`config.mk`:
```
export PLATFORM = sky130hd
export DESIGN_NAME = tw_cfg_slave
export DESIGN_NICKNAME = d
export VERILOG_FILES = /design/src/rtl/tw_cfg_pkg.sv /design/src/rtl/tw_sync.sv /design/src/rtl/tw_shifter.sv /design/src/rtl/tw_decode.sv /design/src/rtl/tw_cfg_slave.sv
export SDC_FILE = /design/constraint.sdc
export NUM_CORES = 1
export LEC_CHECK = 0
export CORE_ASPECT_RATIO = 1.75
export CORE_MARGIN = 1.5
export CORE_UTILIZATION = 55
export DETAILED_ROUTE_END_ITERATION = 12
export GPL_TIMING_DRIVEN = 0
export PLACE_DENSITY_LB_ADDON = 0.3
export SLEW_MARGIN = 20
export SYNTH_ARGS = -nofsm -noshare
export SYNTH_HDL_FRONTEND = slang
export SYNTH_HIERARCHICAL = 1
export SYNTH_SLANG_ARGS = --single-unit
```
`constraint.sdc`:
```
create_clock -name clk -period 5.2 [get_ports clk]
set_input_delay 1.04 -clock clk [delete_from_list [all_inputs] [get_ports clk]]
set_output_delay 1.04 -clock clk [all_outputs]
set_load 0.02 [all_outputs]
```
`src/rtl/tw_cfg_pkg.sv`:
```
package tw_cfg_pkg;

    localparam int SHORT_LEN  = 16;
    localparam int LONG_LEN   = 25;
    localparam int PREFIX_LEN = LONG_LEN - SHORT_LEN;
    localparam logic [PREFIX_LEN-1:0] REC_PREFIX = 9'b101000000;

    localparam logic [1:0] MODE_RX_REC = 2'b00;

    // field positions inside the latched word
    localparam int MODE_LO  = 14;
    localparam int RAMP_LO  = 12;
    localparam int DEV_LO   = 9;
    localparam int REF_POS  = 7;
    localparam int MAIN_LO  = 5;
    localparam int SW_LO    = 0;

    localparam int DEV_W    = 3;
    localparam int SW_W     = 5;
    localparam int PCT_W    = 8;
    localparam int PCT_BASE = 60;
    localparam int PCT_STEP = 10;

    // bus pin indices inside the synchronizer vector
    localparam int BUS_N   = 3;
    localparam int BUS_SCK = 0;
    localparam int BUS_SDI = 1;
    localparam int BUS_SEN = 2;

    typedef struct packed {
        logic [1:0]       mode;
        logic [1:0]       ramp;
        logic [DEV_W-1:0] dev;
        logic [PCT_W-1:0] pct;
        logic             ref_sel;
        logic [1:0]       main_code;
        logic [SW_W-1:0]  swallow;
        logic             rec_en;
    } cfg_t;

endpackage

```
`src/rtl/tw_sync.sv`:
```
module tw_sync #(
    parameter int               WIDTH   = 3,
    parameter int               STAGES  = 2,
    parameter logic [WIDTH-1:0] RST_VAL = '0
) (
    input  logic             clk,
    input  logic             rst_n,
    input  logic [WIDTH-1:0] async_i,
    output logic [WIDTH-1:0] sync_o,
    output logic [WIDTH-1:0] prev_o
);

    localparam int DEPTH = STAGES + 1;

    logic [WIDTH-1:0] stage_d [DEPTH];
    logic [WIDTH-1:0] stage_q [DEPTH];

    always_comb begin
        stage_d[0] = async_i;
        for (int k = 1; k < DEPTH; k++) begin
            stage_d[k] = stage_q[k-1];
        end
    end

    always_ff @(posedge clk or negedge rst_n) begin
        if (!rst_n) begin
            for (int k = 0; k < DEPTH; k++) begin
                stage_q[k] <= RST_VAL;
            end
        end else begin
            stage_q <= stage_d;
        end
    end

    assign sync_o = stage_q[STAGES-1];
    assign prev_o = stage_q[STAGES];

endmodule

```
`src/rtl/tw_shifter.sv`:
```
module tw_shifter
    import tw_cfg_pkg::*;
(
    input  logic                clk,
    input  logic                rst_n,
    input  logic                start_i,
    input  logic                shift_i,
    input  logic                bit_i,
    output logic [LONG_LEN-1:0] word_o
);

    logic [LONG_LEN-1:0] shreg_d, shreg_q;

    always_comb begin
        shreg_d = shreg_q;
        if (start_i) begin
            shreg_d = '0;
        end else if (shift_i) begin
            shreg_d = {shreg_q[LONG_LEN-2:0], bit_i};
        end
    end

    always_ff @(posedge clk or negedge rst_n) begin
        if (!rst_n) shreg_q <= '0;
        else        shreg_q <= shreg_d;
    end

    assign word_o = shreg_q;

endmodule

```
`src/rtl/tw_decode.sv`:
```
module tw_decode
    import tw_cfg_pkg::*;
(
    input  logic                clk,
    input  logic                rst_n,
    input  logic                latch_i,
    input  logic [LONG_LEN-1:0] word_i,
    output cfg_t                cfg_o,
    output logic                updated_o
);

    typedef struct packed {
        cfg_t cfg;
        logic upd;
    } dec_state_t;

    dec_state_t st_d, st_q;
    cfg_t       next_cfg;
    logic       unused_bit8;

    assign unused_bit8 = word_i[8];

    always_comb begin
        next_cfg.mode      = word_i[MODE_LO +: 2];
        next_cfg.ramp      = word_i[RAMP_LO +: 2];
        next_cfg.dev       = word_i[DEV_LO +: DEV_W];
        next_cfg.pct       = PCT_W'(PCT_BASE + PCT_STEP * int'(word_i[DEV_LO +: DEV_W]));
        next_cfg.ref_sel   = word_i[REF_POS];
        next_cfg.main_code = word_i[MAIN_LO +: 2];
        next_cfg.swallow   = word_i[SW_LO +: SW_W];
        next_cfg.rec_en    = (word_i[LONG_LEN-1:SHORT_LEN] == REC_PREFIX) &&
                             (word_i[MODE_LO +: 2] == MODE_RX_REC);

        st_d     = st_q;
        st_d.upd = 1'b0;
        if (latch_i) begin
            st_d.cfg = next_cfg;
            st_d.upd = 1'b1;
        end
    end

    always_ff @(posedge clk or negedge rst_n) begin
        if (!rst_n) st_q <= '0;
        else        st_q <= st_d;
    end

    assign cfg_o     = st_q.cfg;
    assign updated_o = st_q.upd;

endmodule

```
`src/rtl/tw_cfg_slave.sv`:
```
module tw_cfg_slave
    import tw_cfg_pkg::*;
#(
    parameter int SYNC_STAGES = 2
) (
    input  logic             clk,
    input  logic             rst_n,
    input  logic             cfg_sck_i,
    input  logic             cfg_sdi_i,
    input  logic             cfg_sen_n_i,
    output logic [1:0]       mode_o,
    output logic [1:0]       ramp_lvl_o,
    output logic [DEV_W-1:0] dev_code_o,
    output logic [PCT_W-1:0] dev_pct_o,
    output logic             ref_sel_o,
    output logic [1:0]       main_code_o,
    output logic [SW_W-1:0]  swallow_o,
    output logic             clk_rec_en_o,
    output logic             updated_o
);

    localparam logic [BUS_N-1:0] BUS_IDLE = BUS_N'(1) << BUS_SEN;

    logic [BUS_N-1:0]    bus_raw, bus_sync, bus_prev;
    logic                sck_rise, sen_fall, sen_rise, sen_low;
    logic                unused_sdi_prev;
    logic [LONG_LEN-1:0] word;
    cfg_t                cfg;

    always_comb begin
        bus_raw          = '0;
        bus_raw[BUS_SCK] = cfg_sck_i;
        bus_raw[BUS_SDI] = cfg_sdi_i;
        bus_raw[BUS_SEN] = cfg_sen_n_i;
    end

    tw_sync #(
        .WIDTH   (BUS_N),
        .STAGES  (SYNC_STAGES),
        .RST_VAL (BUS_IDLE)
    ) u_sync (
        .clk     (clk),
        .rst_n   (rst_n),
        .async_i (bus_raw),
        .sync_o  (bus_sync),
        .prev_o  (bus_prev)
    );

    assign sck_rise        = bus_sync[BUS_SCK] & ~bus_prev[BUS_SCK];
    assign sen_fall        = ~bus_sync[BUS_SEN] & bus_prev[BUS_SEN];
    assign sen_rise        = bus_sync[BUS_SEN] & ~bus_prev[BUS_SEN];
    assign sen_low         = ~bus_sync[BUS_SEN];
    assign unused_sdi_prev = bus_prev[BUS_SDI];

    tw_shifter u_shift (
        .clk     (clk),
        .rst_n   (rst_n),
        .start_i (sen_fall),
        .shift_i (sck_rise & sen_low),
        .bit_i   (bus_sync[BUS_SDI]),
        .word_o  (word)
    );

    tw_decode u_dec (
        .clk       (clk),
        .rst_n     (rst_n),
        .latch_i   (sen_rise),
        .word_i    (word),
        .cfg_o     (cfg),
        .updated_o (updated_o)
    );

    assign mode_o       = cfg.mode;
    assign ramp_lvl_o   = cfg.ramp;
    assign dev_code_o   = cfg.dev;
    assign dev_pct_o    = cfg.pct;
    assign ref_sel_o    = cfg.ref_sel;
    assign main_code_o  = cfg.main_code;
    assign swallow_o    = cfg.swallow;
    assign clk_rec_en_o = cfg.rec_en;

endmodule

```
==> results of run 1 <==
## how the worst min path moves through the flow
stage | startpoint | to | cells after the start
final | u_sync/stage_d[5] | u_sync/sync_o[2] | 0
after global routing | u_sync/stage_d[5] | u_sync/sync_o[2] | 0
after CTS | u_sync/stage_d[3] | u_sync/sync_o[0] | 0
after detailed placement | u_sync/stage_d[3] | u_sync/sync_o[0] | 0
after global placement | u_sync/stage_d[4] | u_sync/sync_o[1] | 0
after floorplan | u_sync/stage_d[3] | u_sync/sync_o[0] | 0
## registers in the layout, summed over array words and instances, names as in the netlist
| name | cells |
|---|---|
| u_sync/sync_o | 3 |
| u_shift/word_o | 25 |
| u_dec/updated_o | 1 |
| u_sync/prev_o | 2 |
| u_sync/stage_d | 3 |
| u_dec/cfg_o | 22 |
## final cells by class
type / instances / area [um2]
fill: 337 / 1320
timing repair buffer: 28 / 278
inverter: 7 / 26.3
tap: 49 / 61.3
clock buffer: 6 / 72.6
buffer: 14 / 136
clock inverter: 2 / 35.0
sequential: 56 / 1410
multi-input combinational: 92 / 778
## stage by stage
step           hold WS [ns]  setup WS, ns  power, mW  util [%]  area, um2
2_1_floorplan         0.331          3.48      0.485         -       2350
3_3_place_gp          0.335          1.59      0.505      65.4       2690
3_5_place_dp          0.341          3.11      0.507      65.3       2690
4_1_cts               0.362          2.76      0.777      67.9       2790
5_1_grt               0.368          2.72      0.802      67.9       2790
6_report              0.362          2.78      0.767      67.9       2790
## placed cells by master, fill, tap and decap left out, types with 2 or more instances in the layout
cell type,instances
buf_12,2
buf_2,2
buf_4,6
buf_6,4
clkbuf_8,5
clkdlybuf4s50_1,27
dfrtp_1,53
dfstp_2,3
fa_1,2
ha_1,5
inv_1,7
mux2_2,17
mux2i_1,27
nand2_1,2
nor2_1,26
nor3b_2,2
nor4_1,2
## where the power goes
| group | internal (mW) | switching [mW] |
|---|---|---|
| registers | 0.443 | 0.00334 |
| clock network | 0.143 | 0.127 |
| logic | 0.0229 | 0.0272 |
## metal layers
metal  track usage [%]  up-vias  wire length [um]
met5                 0        -                 0
met4              9.56        0                89
met3              3.51        7               103
li1                  -      620                 -
met1              21.8      664              1440
met2              30.9       23              2070
## worst register-to-register path, cell delays in order (launching register included)
cell     delay (ns)
dfrtp_1        0.46
ha_1           0.25
ha_1           0.21
ha_1           0.31
nor3b_2        0.18
xnor2_1        0.08
mux2_4         0.25
==> impl_results.rst, run 1 <==
.. list-table::
   :header-rows: 1

   * - Metric
     - Value
   * - Run status
     - completed
   * - Antenna Diode Count
     - 0
   * - Via count of the routed design
     - 1314
   * - Worst stage delay on the critical path
     - 0.59 ns
   * - Count of boundary I/O pins
     - 30
   * - Via count of the first global-routing pass
     - 1327
   * - Clock Skew
     - 0.00449 ns
   * - Arrival time reported for the critical path endpoint
     - 1.38 ns
   * - Synthesis Warnings
     - 6
   * - Number of nets produced by synthesis
     - 181
   * - Clk slew on worst S/H paths
     - 0.09 ns
   * - Average instance area after synthesis
     - 13.9 um2
   * - Highest-delay cell along the critical path
     - clkdlybuf4s50_1
   * - Global-route wire length before repair
     - 6.24 mm
   * - Hold WC Path Type
     - reg2reg
   * - Proportion of layout cells with a drive suffix above 1
     - 22.0%
   * - All-Layer GR Usage
     - 18.3%
   * - Violation count after the first detailed-routing iteration
     - 27
   * - Net count, final
     - 216
   * - Overall die area
     - 4680 um2
   * - Final setup vio count
     - 0
   * - Delay-heaviest family, CP
     - buffers and inverters
   * - Crit path cell chain
     - buf_4 -> clkdlybuf4s50_1
   * - Fin crit share
     - 46.4%
   * - R2r endpoint
     - u_dec/cfg_o[15]
   * - Total of cells resized after clock tree synthesis
     - 0
   * - Startpoint-to-endpoint class of the critical path
     - reg2out
   * - Tmin final
     - 2.42 ns
   * - Standard cell core area
     - 4110 um2
   * - Number of buffers created by CTS
     - 5
   * - Reg-to-reg slack, setup
     - 3.36 ns
   * - Maximum clock rate
     - 414 MHz
   * - Maximum fanout encountered on the critical timing path
     - 3
   * - Count of H-tree levels built during CTS
     - 2
   * - Starting utilization of the core area
     - 57.1%
   * - Post-synthesis cell area
     - 2350 um2
   * - Cell depth of the worst flop-to-flop path
     - 6
   * - Final-report hold violation count
     - 0
   * - Vias per std cell
     - 5.17
   * - Static leakage
     - 1.32 nW
   * - Peak supply drop
     - 0.299 mV
   * - Category of the worst setup path capture point
     - output pin
   * - Capturing instance or port of the critical path
     - dev_code_o[0]
   * - Setup repair after global routing missed its margin
     - false
   * - Number of input and output port buffers inserted
     - 28
   * - Final Routed Wirelength
     - 3.71 mm
   * - Detailed-routing iteration count for the pre-antenna-repair pass
     - 4
   * - Max Root-Sink Buffers
     - 2
   * - Buffering stage count on the worst path with inverters included
     - 2
   * - Routed Antenna Nets
     - 0
   * - Required time at the worst-slack endpoint
     - 4.16 ns
   * - Worst-Skew Late Latency
     - 0.30 ns
   * - Clock tree from TritonCTS
     - built
   * - Remaining DRCs
     - 0
   * - Max transition margin
     - 55.4%
   * - Initial antenna violation count
     - 0
   * - Max capacitance violation total
     - 0
   * - Cell count after placement
     - 246
   * - Least-Margin Pin Slew
     - 0.670 ns
   * - Hold-fix buffers at CTS
     - 0
   * - Ratio of total power to cell area
     - 275 nW/um2
   * - Clock root buffer
     - clkbuf_8
   * - Gate count of the mapped netlist
     - 169
   * - Startpoint type of the worst setup path
     - flop
   * - Layout area overhead
     - 19.0%
   * - Routed wirelength normalized by instance count
     - 14.6 um
   * - Startpoint of the worst register-to-register path
     - u_shift/word_o[9]
   * - Sum of overflow across all layers after global routing
     - 0
   * - Final estimated routing congestion in global placement
     - 0.775
   * - Finished Layout Cells
     - 254
   * - Pin count of the biggest net entering global routing
     - 57
   * - Post-route setup TNS
     - 0 ns
   * - Die X
     - 52.4 um
   * - Critical path origin
     - u_dec/cfg_o[17]
   * - Worst path depth
     - 2
   * - Die Y
     - 89.4 um
   * - Detailed Place HPWL
     - 2.69 mm
   * - Final-report max-slew violation count
     - 0
   * - Count of buffers added by post-CTS timing repair for setup
     - 0
   * - Row cnt
     - 31
   * - Clock net sink count
     - 56
(Power assumes the default switching activity.)
==> run 2: changes to the inputs <==
- CORE_UTILIZATION: 55 -> 54
- clock period: 5.2 -> 2.45 ns (I/O delays scaled with it)
==> impl_results.rst, run 2 (synthesis gave the netlist of run 1 again) <==
.. list-table::
   :header-rows: 1

   * - Metric
     - Value
   * - Run status
     - completed
   * - R2r endpoint
     - u_dec/cfg_o[15]
   * - Standard cell core area
     - 4150 um2
   * - Number of buffers created by CTS
     - 5
   * - Startpoint-to-endpoint class of the critical path
     - reg2out
   * - Least-Margin Pin Slew
     - 0.663 ns
   * - Worst hold slack
     - 0.218 ns
   * - Max transition margin
     - 55.8%
   * - Final-report hold violation count
     - 0
   * - All-Layer GR Usage
     - 18.8%
   * - Detailed Place HPWL
     - 2.74 mm
   * - Clock Skew
     - 0.00573 ns
   * - Clock root buffer
     - clkbuf_8
   * - Antenna Diode Count
     - 0
   * - Worst slack at placement
     - 0.620 ns
   * - Worst-Skew Late Latency
     - 0.30 ns
   * - Proportion of layout cells with a drive suffix above 1
     - 22.0%
   * - Layout area overhead
     - 18.5%
   * - Final estimated routing congestion in global placement
     - 0.745
   * - Maximum fanout encountered on the critical timing path
     - 3
   * - Maximum clock rate
     - 536 MHz
   * - Hold WC Path Type
     - in2async
   * - Max capacitance violation total
     - 0
   * - Count of H-tree levels built during CTS
     - 2
   * - Highest-count cells in the layout ignoring fill and taps
     - 53 x dfrtp_1, 27 x clkdlybuf4s50_1, 27 x mux2i_1
   * - Vias per std cell
     - 5.21
   * - Clk slew on worst S/H paths
     - 0.09 ns
   * - Total of cells resized after clock tree synthesis
     - 0
   * - Worst setup slack after layout
     - 0.586 ns
   * - Reg-to-reg slack, setup
     - 0.62 ns
   * - Routed wirelength normalized by instance count
     - 14.8 um
   * - Starting utilization of the core area
     - 56.5%
   * - Cell depth of the worst flop-to-flop path
     - 6
   * - Pin count of the biggest net entering global routing
     - 57
   * - Hold-fix buffers at CTS
     - 0
   * - Via count of the routed design
     - 1323
   * - Critical path origin
     - u_dec/cfg_o[17]
   * - Startpoint of the worst register-to-register path
     - u_shift/word_o[11]
   * - Arrival time reported for the critical path endpoint
     - 1.37 ns
   * - Tmin final
     - 1.86 ns
   * - Die X
     - 52.8 um
   * - Final-report max-slew violation count
     - 0
   * - Category of the worst setup path capture point
     - output pin
   * - Via count of the first global-routing pass
     - 1440
   * - Most common cell after layout, fill and taps aside
     - dfrtp_1
   * - Net count, final
     - 216
   * - Ratio of total power to cell area
     - 560 nW/um2
   * - Crit path cell chain
     - buf_4 -> clkdlybuf4s50_1
   * - Fin crit share
     - 76.1%
   * - Sum of overflow across all layers after global routing
     - 0
   * - Initial antenna violation count
     - 0
   * - Worst stage delay on the critical path
     - 0.59 ns
   * - Final setup vio count
     - 0
   * - Routed Antenna Nets
     - 0
   * - Highest-delay cell along the critical path
     - clkdlybuf4s50_1
   * - Setup repair after global routing missed its margin
     - false
   * - Detailed-routing iteration count for the pre-antenna-repair pass
     - 4
   * - Row cnt
     - 31
   * - Flip-flop count of the largest register after layout
     - 25
   * - Clock tree from TritonCTS
     - built
   * - Die Y
     - 90.2 um
   * - Remaining DRCs
     - 0
   * - Global-route wire length before repair
     - 6.53 mm
   * - Startpoint type of the worst setup path
     - flop
   * - Clock net sink count
     - 56
   * - Required time at the worst-slack endpoint
     - 1.96 ns
   * - Count of boundary I/O pins
     - 30
   * - Count of buffers added by post-CTS timing repair for setup
     - 0
   * - Number of input and output port buffers inserted
     - 28
   * - Max Root-Sink Buffers
     - 2
   * - Fillers
     - 299
   * - Overall die area
     - 4760 um2
   * - Peak supply drop
     - 0.483 mV
   * - Violation count after the first detailed-routing iteration
     - 29
   * - Final Routed Wirelength
     - 3.75 mm
   * - Static leakage
     - 1.31 nW
## run 2: cell types whose count changed in the layout (fill, tap and decap cells not counted), sizes merged
cell      before  now
bufinv         1    0
clkbuf         6    7
clkinv         1    0
clkinvlp       0    1
## run 2: routing by layer
metal | GRT usage, % | vias to the layer above | share of wire (%)
met5 | 0 | - | 0
met3 | 4.49 | 7 | 2.4
met4 | 8.33 | 0 | 2.7
met1 | 19.6 | 674 | 39
met2 | 33.8 | 19 | 56
li1 | - | 623 | -
## run 2: final cells by class
class                      instances  area [um2]  area share, %
multi-input combinational         92         778           28.0
sequential                        56        1410           50.6
timing repair buffer              28         278           10.0
tap                               49        61.3           2.21
inverter                           7        26.3          0.946
buffer                            14         136           4.91
clock inverter                     1        7.51          0.270
clock buffer                       7        86.3           3.11
## run 2: how the worst max path moves through the flow
stage                 endpoint
2_1_floorplan  u_dec/cfg_o[15]
3_3_place_gp   u_dec/cfg_o[22]
3_5_place_dp   u_dec/cfg_o[15]
4_1_cts          dev_code_o[0]
5_1_grt          dev_code_o[0]
6_report         dev_code_o[0]
## run 2: per-stage QoR
stage	util, %	cells	total power [mW]	cell area [um2]	TNS [ns]
final	67.0	254	1.56	2780	0
after CTS	67.0	254	1.58	2780	0
after floorplan	-	169	1.03	2350	0
after global routing	67.0	254	1.62	2780	0
after detailed placement	64.7	246	1.08	2690	0
after global placement	64.8	246	1.07	2690	-32.31
## run 2: report_power, final
part           switching, mW  internal [mW]
clock network          0.270          0.230
registers            0.00739          0.941
logic                 0.0582         0.0486
total                  0.336           1.22
## run 2: critical path: cells and delay by family, from the launching register on
| family | cells | cell delay (ns) |
|---|---|---|
| buf+inv | 2 | 0.70 |
| flops | 1 | 0.38 |
